<file path="src/rtl/flash_ctl_pkg.sv">
package flash_ctl_pkg;
  localparam int DATA_W   = 32;
  localparam int NUM_SECT = 8;
  localparam int SSN_W    = $clog2(NUM_SECT);
  localparam int CTRL_W   = 11;

  localparam int B_LOCK  = 0;
  localparam int B_PG    = 1;
  localparam int B_SER   = 2;
  localparam int B_BER   = 3;
  localparam int B_FW    = 4;
  localparam int B_START = 5;
  localparam int B_SSN   = 6;
  localparam int B_CRC   = B_SSN + SSN_W;
  localparam int B_ALL   = B_CRC + 1;

  localparam logic [1:0] ADDR_KEY  = 2'd0;
  localparam logic [1:0] ADDR_CTRL = 2'd1;
  localparam logic [1:0] ADDR_IER  = 2'd2;

  typedef enum logic [1:0] {
    OP_NONE   = 2'd0,
    OP_SECTOR = 2'd1,
    OP_BANK   = 2'd2,
    OP_FORCE  = 2'd3
  } engOp_e;

  typedef enum logic [1:0] {
    K_IDLE = 2'd0,
    K_HALF = 2'd1,
    K_USED = 2'd2,
    K_DEAD = 2'd3
  } keyState_e;

  typedef struct packed {
    logic wrCtrl;
    logic wrIer;
    logic unlock;
    logic forceLock;
  } ctlStrb_t;
endpackage

</file>
<file path="src/rtl/flash_ctl_ctrl.sv">
module flash_ctl_ctrl
  import flash_ctl_pkg::*;
#(
  parameter logic [DATA_W-1:0] KEY1 = 32'h4567_0123,
  parameter logic [DATA_W-1:0] KEY2 = 32'hCDEF_89AB
) (
  input  logic              clk,
  input  logic              rstN,
  input  logic              busSel,
  input  logic              busWr,
  input  logic [1:0]        busAddr,
  input  logic [DATA_W-1:0] busWdata,
  input  logic              pendingIn,
  input  logic              lockIn,
  output ctlStrb_t          strb,
  output logic              busReady
);
  keyState_e keyState, keyNext;
  logic wrAcc, keyWr;

  assign busReady = ~pendingIn;
  assign wrAcc    = busSel & busWr & busReady;
  assign keyWr    = wrAcc & (busAddr == ADDR_KEY);

  always_comb begin
    keyNext        = keyState;
    strb.unlock    = 1'b0;
    strb.forceLock = 1'b0;
    if (keyWr) begin
      unique case (keyState)
        K_IDLE: begin
          if (busWdata == KEY1) keyNext = K_HALF;
          else keyNext = K_DEAD;
        end
        K_HALF: begin
          if (busWdata == KEY2) begin
            keyNext     = K_USED;
            strb.unlock = 1'b1;
          end else begin
            keyNext = K_DEAD;
          end
        end
        K_USED:  keyNext = K_DEAD;
        default: keyNext = K_DEAD;
      endcase
      if (keyNext == K_DEAD && keyState != K_DEAD) strb.forceLock = 1'b1;
    end
  end

  assign strb.wrCtrl = wrAcc & (busAddr == ADDR_CTRL);
  assign strb.wrIer  = wrAcc & (busAddr == ADDR_IER);

  always_ff @(posedge clk or negedge rstN) begin
    if (!rstN) keyState <= K_IDLE;
    else       keyState <= keyNext;
  end

  // a trapped key state never recovers before reset
  a_r4_dead_sticks: assert property (@(posedge clk) disable iff (!rstN)
    keyState == K_DEAD |=> keyState == K_DEAD);
  // a trapped key state always goes with a set lock bit
  a_r4_dead_locked: assert property (@(posedge clk) disable iff (!rstN)
    keyState == K_DEAD |-> lockIn);
  // the lock can only be clear after a completed unlock
  a_r3_clear_needs_key: assert property (@(posedge clk) disable iff (!rstN)
    !lockIn |-> keyState == K_USED);
endmodule

</file>
<file path="src/rtl/flash_ctl_dp.sv">
module flash_ctl_dp
  import flash_ctl_pkg::*;
#(
  parameter int IER_W = 4
) (
  input  logic                clk,
  input  logic                rstN,
  input  ctlStrb_t            strb,
  input  logic                busReady,
  input  logic [1:0]          busAddr,
  input  logic [DATA_W-1:0]   busWdata,
  output logic [DATA_W-1:0]   busRdata,
  output logic                pendingOut,
  output logic                lockOut,
  input  logic [NUM_SECT-1:0] protMask,
  output logic                engReq,
  output logic [1:0]          engOp,
  output logic [SSN_W-1:0]    engSector,
  output logic                engAllBanks,
  input  logic                engAck,
  output logic                wrpErr,
  output logic                pgEn,
  output logic                crcEn,
  input  logic                crcBusy,
  output logic                crcClr,
  output logic [IER_W-1:0]    ierOut
);
  logic lockBit, pgBit, serBit, berBit, fwBit, startBit, crcBit, allBit;
  logic [SSN_W-1:0] ssnReg;
  logic [IER_W-1:0] ierReg;
  logic wrOpen, wdSer, wdBer, wdStart, launchReq, protHit, ackTake;
  logic [SSN_W-1:0] wdSsn;
  logic [CTRL_W-1:0] ctrlView;
  logic unusedWd;
  engOp_e opNow;

  assign unusedWd  = ^busWdata[DATA_W-1:CTRL_W];
  assign wrOpen    = strb.wrCtrl & ~lockBit;
  assign wdSer     = busWdata[B_SER];
  assign wdBer     = busWdata[B_BER];
  assign wdStart   = busWdata[B_START];
  assign wdSsn     = busWdata[B_SSN +: SSN_W];
  assign launchReq = wdStart & (wdSer | wdBer);
  assign protHit   = wdBer ? (|protMask) : protMask[wdSsn];
  assign ackTake   = engAck & engReq;

  always_comb begin
    if (startBit) opNow = berBit ? OP_BANK : OP_SECTOR;
    else if (fwBit) opNow = OP_FORCE;
    else opNow = OP_NONE;
  end

  always_ff @(posedge clk or negedge rstN) begin
    if (!rstN) begin
      lockBit  <= 1'b1;
      pgBit    <= 1'b0;
      serBit   <= 1'b0;
      berBit   <= 1'b0;
      fwBit    <= 1'b0;
      startBit <= 1'b0;
      crcBit   <= 1'b0;
      allBit   <= 1'b0;
      ssnReg   <= '0;
      ierReg   <= '0;
      wrpErr   <= 1'b0;
      crcClr   <= 1'b0;
    end else begin
      wrpErr <= 1'b0;
      crcClr <= 1'b0;
      if (ackTake) begin
        if (startBit) startBit <= 1'b0;
        else          fwBit    <= 1'b0;
      end
      if (wrOpen) begin
        lockBit  <= busWdata[B_LOCK];
        pgBit    <= busWdata[B_PG];
        serBit   <= wdSer;
        berBit   <= wdBer;
        fwBit    <= busWdata[B_FW];
        ssnReg   <= wdSsn;
        crcBit   <= busWdata[B_CRC];
        allBit   <= busWdata[B_ALL];
        startBit <= launchReq & ~protHit;
        wrpErr   <= launchReq & protHit;
        crcClr   <= crcBit & ~busWdata[B_CRC] & crcBusy;
      end
      if (strb.wrIer && !lockBit) ierReg <= busWdata[IER_W-1:0];
      if (strb.unlock)    lockBit <= 1'b0;
      if (strb.forceLock) lockBit <= 1'b1;
    end
  end

  assign ctrlView = {allBit, crcBit, ssnReg, startBit, fwBit, berBit, serBit, pgBit, lockBit};

  always_comb begin
    unique case (busAddr)
      ADDR_CTRL: busRdata = {{(DATA_W-CTRL_W){1'b0}}, ctrlView};
      ADDR_IER:  busRdata = {{(DATA_W-IER_W){1'b0}}, ierReg};
      default:   busRdata = '0;
    endcase
  end

  assign pendingOut  = startBit | fwBit;
  assign lockOut     = lockBit;
  assign engReq      = pendingOut;
  assign engOp       = opNow;
  assign engSector   = ssnReg;
  assign engAllBanks = allBit & startBit & berBit;
  assign pgEn        = pgBit;
  assign crcEn       = crcBit;
  assign ierOut      = ierReg;

  // the bus is held off whenever a request is outstanding
  a_r7_stall_on_req: assert property (@(posedge clk) disable iff (!rstN)
    engReq |-> !busReady);
  // a sector request never coexists with a stored bank request
  a_r6_bank_wins: assert property (@(posedge clk) disable iff (!rstN)
    (engReq && engOp == OP_SECTOR) |-> !berBit);
  // a refused launch never yields an erase request
  a_r8_err_no_erase: assert property (@(posedge clk) disable iff (!rstN)
    wrpErr |-> !(engReq && engOp != OP_FORCE));
  // all-banks only reaches the engine with a bank erase
  a_r9_allbanks_bank: assert property (@(posedge clk) disable iff (!rstN)
    engAllBanks |-> (engReq && engOp == OP_BANK));
  // the CRC clear is a single-cycle pulse
  a_r10_crcclr_pulse: assert property (@(posedge clk) disable iff (!rstN)
    crcClr |=> !crcClr);
  // a locked register ignores control writes
  a_r2_locked_stable: assert property (@(posedge clk) disable iff (!rstN)
    (lockBit && !strb.unlock && !engReq) |=> $stable(pgBit) && $stable(ssnReg) && $stable(ierReg));
endmodule

</file>
<file path="src/rtl/flash_ctl_reg.sv">
module flash_ctl_reg
  import flash_ctl_pkg::*;
#(
  parameter int IER_W = 4,
  parameter logic [31:0] KEY1 = 32'h4567_0123,
  parameter logic [31:0] KEY2 = 32'hCDEF_89AB
) (
  input  logic             clk,
  input  logic             rstN,
  input  logic             busSel,
  input  logic             busWr,
  input  logic [1:0]       busAddr,
  input  logic [31:0]      busWdata,
  output logic [31:0]      busRdata,
  output logic             busReady,
  input  logic [7:0]       protMask,
  output logic             engReq,
  output logic [1:0]       engOp,
  output logic [2:0]       engSector,
  output logic             engAllBanks,
  input  logic             engAck,
  output logic             wrpErr,
  output logic             pgEn,
  output logic             crcEn,
  input  logic             crcBusy,
  output logic             crcClr,
  output logic [IER_W-1:0] ierOut
);
  ctlStrb_t strb;
  logic pending, lockBit;

  flash_ctl_ctrl #(.KEY1(KEY1), .KEY2(KEY2)) u_ctrl (
    .clk(clk), .rstN(rstN), .busSel(busSel), .busWr(busWr), .busAddr(busAddr),
    .busWdata(busWdata), .pendingIn(pending), .lockIn(lockBit),
    .strb(strb), .busReady(busReady)
  );

  flash_ctl_dp #(.IER_W(IER_W)) u_dp (
    .clk(clk), .rstN(rstN), .strb(strb), .busReady(busReady), .busAddr(busAddr),
    .busWdata(busWdata), .busRdata(busRdata), .pendingOut(pending), .lockOut(lockBit),
    .protMask(protMask), .engReq(engReq), .engOp(engOp), .engSector(engSector),
    .engAllBanks(engAllBanks), .engAck(engAck), .wrpErr(wrpErr), .pgEn(pgEn),
    .crcEn(crcEn), .crcBusy(crcBusy), .crcClr(crcClr), .ierOut(ierOut)
  );
endmodule

</file>
<file path="config.mk">
export PLATFORM = sky130hd
export DESIGN_NAME = flash_ctl_reg
export DESIGN_NICKNAME = d
export VERILOG_FILES = /design/src/rtl/flash_ctl_pkg.sv /design/src/rtl/flash_ctl_ctrl.sv /design/src/rtl/flash_ctl_dp.sv /design/src/rtl/flash_ctl_reg.sv
export SDC_FILE = /design/constraint.sdc
export NUM_CORES = 1
export LEC_CHECK = 0
export BUFFER_PORTS_ARGS = -buffer_cell sky130_fd_sc_hd__buf_2
export CAP_MARGIN = 0
export CORE_UTILIZATION = 44
export DETAILED_ROUTE_END_ITERATION = 10
export GPL_TIMING_DRIVEN = 0
export MAX_ROUTING_LAYER = met4
export PLACE_DENSITY = 0.85
export SETUP_SLACK_MARGIN = 0.02
export SLEW_MARGIN = 20
export SYNTH_ARGS = -nofsm -noshare
export SYNTH_HDL_FRONTEND = slang
export SYNTH_HIERARCHICAL = 1
export SYNTH_SLANG_ARGS = --single-unit
</file>
<file path="constraint.sdc">
create_clock -name clk -period 5.39 [get_ports clk]
set_input_delay 1.078 -clock clk [delete_from_list [all_inputs] [get_ports clk]]
set_output_delay 1.078 -clock clk [all_outputs]
set_load 0.1 [all_outputs]
</file>
After elaboration in Yosys (flattened, before gate mapping)
Index checks and enable logic that the tools add are counted.
Storage, ports and cells
  input bits: 48
  flip-flop bits (word level): 19
  output and inout port bits: 48
  word-level logic and storage cells: 76
Cells by class
  eq/ne operators: 8
  magnitude comparators: 1
  muxes and demuxes: 25
  bitwise logic cells: 20
  reductions and logical operators: 9
Operators with widths (number)
  $eq 32x31->1 const B: 1
  $eq 32x32->1 const B: 1
  $pmux 11 s2: 1
  $mux 1: 16
  $and 1x1->1: 14
  $mux 2: 6
  $reduce_or 8->1: 1
  $eq 2x1->1 const B: 2
  $eq 2x2->1 const B: 2
  $logic_not 2->1: 2
  $lt 3x4->1 const B: 1
  $ne 2x2->1 const B: 2
  $not 1->1: 4
  $pmux 2 s2: 1
  $bmux 1 s3: 1
  $reduce_bool 3->1: 1
  $logic_and 1x1->1: 2
  $or 1x1->1: 2
  $reduce_and 2->1: 1
  $reduce_bool 2->1: 1
  $logic_not 1->1: 1

Longest topological paths before layout
  depth after elaboration: 11
  mapped depth: 9
  mapped depth without buffers: 6

Modules after synthesis
Netlist, hierarchy kept.
By module, submodules not included
  flash_ctl_dp: area an instance 1089.8 µm², times used 1, sequential area each 426.7 µm², cells an instance 103
  flash_ctl_ctrl: area an instance 264.0 µm², times used 1, sequential area each 50.0 µm², cells an instance 33

Worst setup path before layout
Ideal clock, no wire load.
  path kind: input to output
  start point: input port busAddr[1]
  end point: output port busRdata[1]
  data arrival time: 2864 ps
  stages on the path: 5
  path buffers: 1
  path slack: 1448 ps
  data required time: 4312 ps
  cells stage by stage: inv_1 ha_1 clkbuf_1 a22oi_1 nor2_1
Between the ends
  longest elaborated chain between the ends: 2
  elaborated cells on any way between the ends: 3
  classes of those cells: 2 x eq/ne; 1 x mux
Ends and longest elaborated chain
  start: declaration: RTL line flash_ctl_reg.sv:12  | input logic [1:0] busAddr,
  $eq 2x2->1 / $eq 2x1->1 (equally long branches): RTL line flash_ctl_dp.sv:96  | unique case (busAddr)
  $pmux 11 s2 (*): RTL line flash_ctl_dp.sv:96
  end: declaration: RTL line flash_ctl_reg.sv:14  | output logic [31:0] busRdata,
Mark *: on every way between the ends. The rest lies on a longest branch, timed or not.

Final worst setup path
  start point: input port busAddr[1]
  end point: output port busRdata[3]
The elaborated chain is that of the path after synthesis.

==> results.md <==
* Clk pwr share at 0.111
* Clock Path Buffers at 2
* CTS resizes at 0
* Fin cells at 265
* Syn Std Cell Area at 0.00135 mm²
* DRT Pass-1 Iters at 11
* Initial antenna violation count at 0
* Cell Chain, Critical Path: buf_2, inv_1, ha_1, clkbuf_1, a22oi_1, nor2_1, buf_2
* Sequential area share after synthesis at 0.352
* DP Worst Slack at roughly 1.8 ns
* Die area at 0.00330 mm²
* Cell mode on critical path: buf_2
* Final setup viols at 0
* Logic gate share of total power at 0.597
* Unrepaired setup endpoints after global routing: no
* Post-synth top area cell: dfrtp_1
* GRT overflow at 0
* Starting Density at 0.479
* Area growth syn-to-layout at 37.8%
* Chip width at 57.5 µm
* Crit-path max cell delay at 0.43 ns
* Final worst path period need at 3.54 ns
* Detailed-route via count at 1302
* CP Capture Type: primary output
* Total power at 0.684 mW
* Number of setup buffers added after CTS at 0
* # DRC at 8
* Worst Min Path Start: u_dp/engSector[1]
* Post-synthesis area per instance at 9.95 µm²
* R2r setup slk at 2.75 ns
* Maximum fanout along the worst path at 10
* Hold Fails Final Rpt at 0
* Worst r2r path cells at 8
* CP max stage cell: buf_2
* CP required at roughly 4.3 ns
* NetSw at 0.403 mW
* DR vias/cell at 4.91
* Layout cells sized above 1 at 0.521
* Synth Instances at 136
* Antenna viol nets, final at 0
* Vias in the first global route at 1139
* Power share of the sequential group at 0.292
* Power Density at 367 mW/mm²
* Max Cap Viol at 0
* Worst IR Drop VDD at between 0.0002 and 0.00025 V
* Worst Path Buf+Inv at 4
* Failing checks: design-rule violations
* Max Clock Freq at 282 MHz
* Simple-gate share of the synthesized area at 0.254
* Post-synth top cells: 22 x buf_4, 18 x dfrtp_1, 13 x mux2_2
* Antenna cells at 0
* Placed cells at 261
* GP Congestion at 0.757
* Clock Latency Late Sink at 0.31 ns
* XOR/XNOR share of the synthesized area at 0
* Synthesis Warnings at 6
* Top Ports at 96
* Fin Clk Skew at 0.00935 ns
* Main combinational cell family by area after synthesis: simple AND/OR/NAND/NOR gates
* Leak at 1.04 nW
* Sw frac at 0.589
* Crit Reg-Reg Startpoint: u_dp/startBit
* WHS Endpoint: u_dp/engSector[1]
* Hold WC Path Type: flip-flop to flip-flop
* H-tree level count at 1
* Nets@finish at 285
* Asr flop ratio synth at 1.00
* Area share of the largest cell type after synthesis at 0.333
* Synth Area in Compound Gates at 0.0730
* Adder-Cell Fraction of Synth Area at 0.0185
* CP delay by family, top: buffers and inverters
* WS Path Type: input pin to primary output
* CTS root buf: clkbuf_4
* EDFF count, synth at 0
* Hold path depth at 1
* Num rows at 19
* Fin crit share at 0.657
* Critical Path AT at 2.46 ns
* Setup WS post-layout at approximately 1.8 ns
* WL final at 3030 µm
* GRT Util Overall at 0.197
* Int Pwr at 0.281 mW
* Worst R2R End: u_dp/berBit
* Sink Count at 19
* Most frequent cell after synthesis: buf_4
* Top FF cell, synth: dfrtp_1
* TritonCTS buffer count at 3
* Core Area at between 0.002 and 0.003 mm²
* DPL Wire Length at 2490 µm
* CTS Hold Buffers Added at 0
* First-pass GRT wire length at 4800 µm
* Initial DRC count at 47
* Largest net degree at the start of global routing at 20
* Hold slack final at 0.534 ns
* DR WL/cell at around 11 µm
* Clock Pin Slew Worst Setup and Hold Paths at 0.11 ns
* Startpoint class of the critical path: input pin
* Mux cell area share after synthesis at 0.154
* Status: finished, violations left
* TritonCTS clock tree: yes
* Die height at 57.5 µm
* Distinct cell type count after synthesis at 40
* Post-synthesis register bit count at 19
* Synth area leaders: dfrtp_1 33%, buf_4 12%, mux2_2 11%
* Number of buffers added on ports at 74
* Slew Viols, Final at 0
* Setup TNS at 0 ns
how the worst max path moves through the flow:
stage                     depth (start not counted)       start  slack [ns]          end
after floorplan                                   5  busAddr[1]        1.45  busRdata[1]
after global placement                            7  busAddr[1]        1.85  busRdata[0]
after detailed placement                          7  busAddr[1]        1.84  busRdata[1]
after CTS                                         7  busAddr[1]        1.84  busRdata[0]
after global routing                              7  busAddr[1]        1.70  busRdata[1]
final                                             7  busAddr[1]        1.85  busRdata[3]
layout by cell type (no fill, tap or decap), types with 2 or more instances in the layout:
| master | n |
|---|---|
| buf_2 | 75 |
| buf_4 | 22 |
| conb_1 | 21 |
| dfrtp_1 | 18 |
| mux2_2 | 13 |
| nor2_1 | 8 |
| nand2_1 | 8 |
| and2_1 | 7 |
| inv_1 | 5 |
| a22oi_1 | 4 |
| clkbuf_4 | 3 |
| nand4_1 | 3 |
| nand3_1 | 3 |
| and3_1 | 3 |
| o21ai_0 | 3 |
| nor4b_1 | 2 |
| and4b_1 | 2 |
| nor3_2 | 2 |
| a21oi_1 | 2 |
| nor3b_1 | 2 |
| a31oi_1 | 2 |
| clkbuf_1 | 2 |
| nor2b_1 | 2 |
| nor4_1 | 2 |
| mux4_1 | 2 |
| ha_1 | 2 |
layer usage:
metal,share of wire,wire [µm],track usage,vias to the layer above
met5,0,0,-,-
met1,0.43,1310,0.232,579
met3,0.081,247,0.0408,6
met2,0.48,1440,0.346,70
met4,0.011,34,0.0418,0
li1,-,-,-,647
power by group through the flow:
| stage | sequential [mW] | combinational [mW] | clock, mW |
|---|---|---|---|
| after floorplan | 0.366 | 0.178 | 0 |
| after global placement | 0.202 | 0.406 | 0 |
| after detailed placement | 0.203 | 0.409 | 0 |
| after CTS | 0.201 | 0.409 | 0.0782 |
| after global routing | 0.205 | 0.422 | 0.0820 |
| final | 0.200 | 0.408 | 0.0758 |
layout make-up:
class | count | area (µm²)
tap | 31 | 38.8
clock inverter | 1 | 5.00
clock buffer | 3 | 22.5
fill | 250 | 963
inverter | 5 | 18.8
buffer | 25 | 178
multi-input combinational | 107 | 756
sequential | 19 | 477
timing repair buffer | 74 | 370
sequential cells by signal, indices dropped and copies added, names as in the netlist:
signal	flops
u_dp/crcEn	1
u_dp/pgEn	1
u_dp/crcClr	1
u_dp/berBit	1
u_dp/serBit	1
u_dp/fwBit	1
u_dp/allBit	1
u_dp/ierOut	4
u_dp/engSector	3
u_dp/startBit	1
u_ctrl/keyState	2
u_dp/lockOut	1
u_dp/wrpErr	1
cell families after synthesis:
family / count (synthesis)
AO/OA/AOI/OAI: 14
AND/OR/NAND/NOR: 54
buffers and inverters: 30
adder cells (fa/ha/maj): 2
multiplexers: 16
other: 1
flip-flops: 19
per-stage QoR:
stage	cell area, µm²	utilization
CTS	1870	0.659
global placement	1840	0.650
floorplan	1430	-
finish	1870	0.659
detailed placement	1840	0.650
global route	1870	0.659
worst register-to-register path: cells and delay by family, from the launching register on:
family        cells  cell delay (ns)
mux               1             0.35
buf+inv           3             0.70
flops             1             0.44
simple gates      4             1.05
Power figures use the tool's default switching activity.
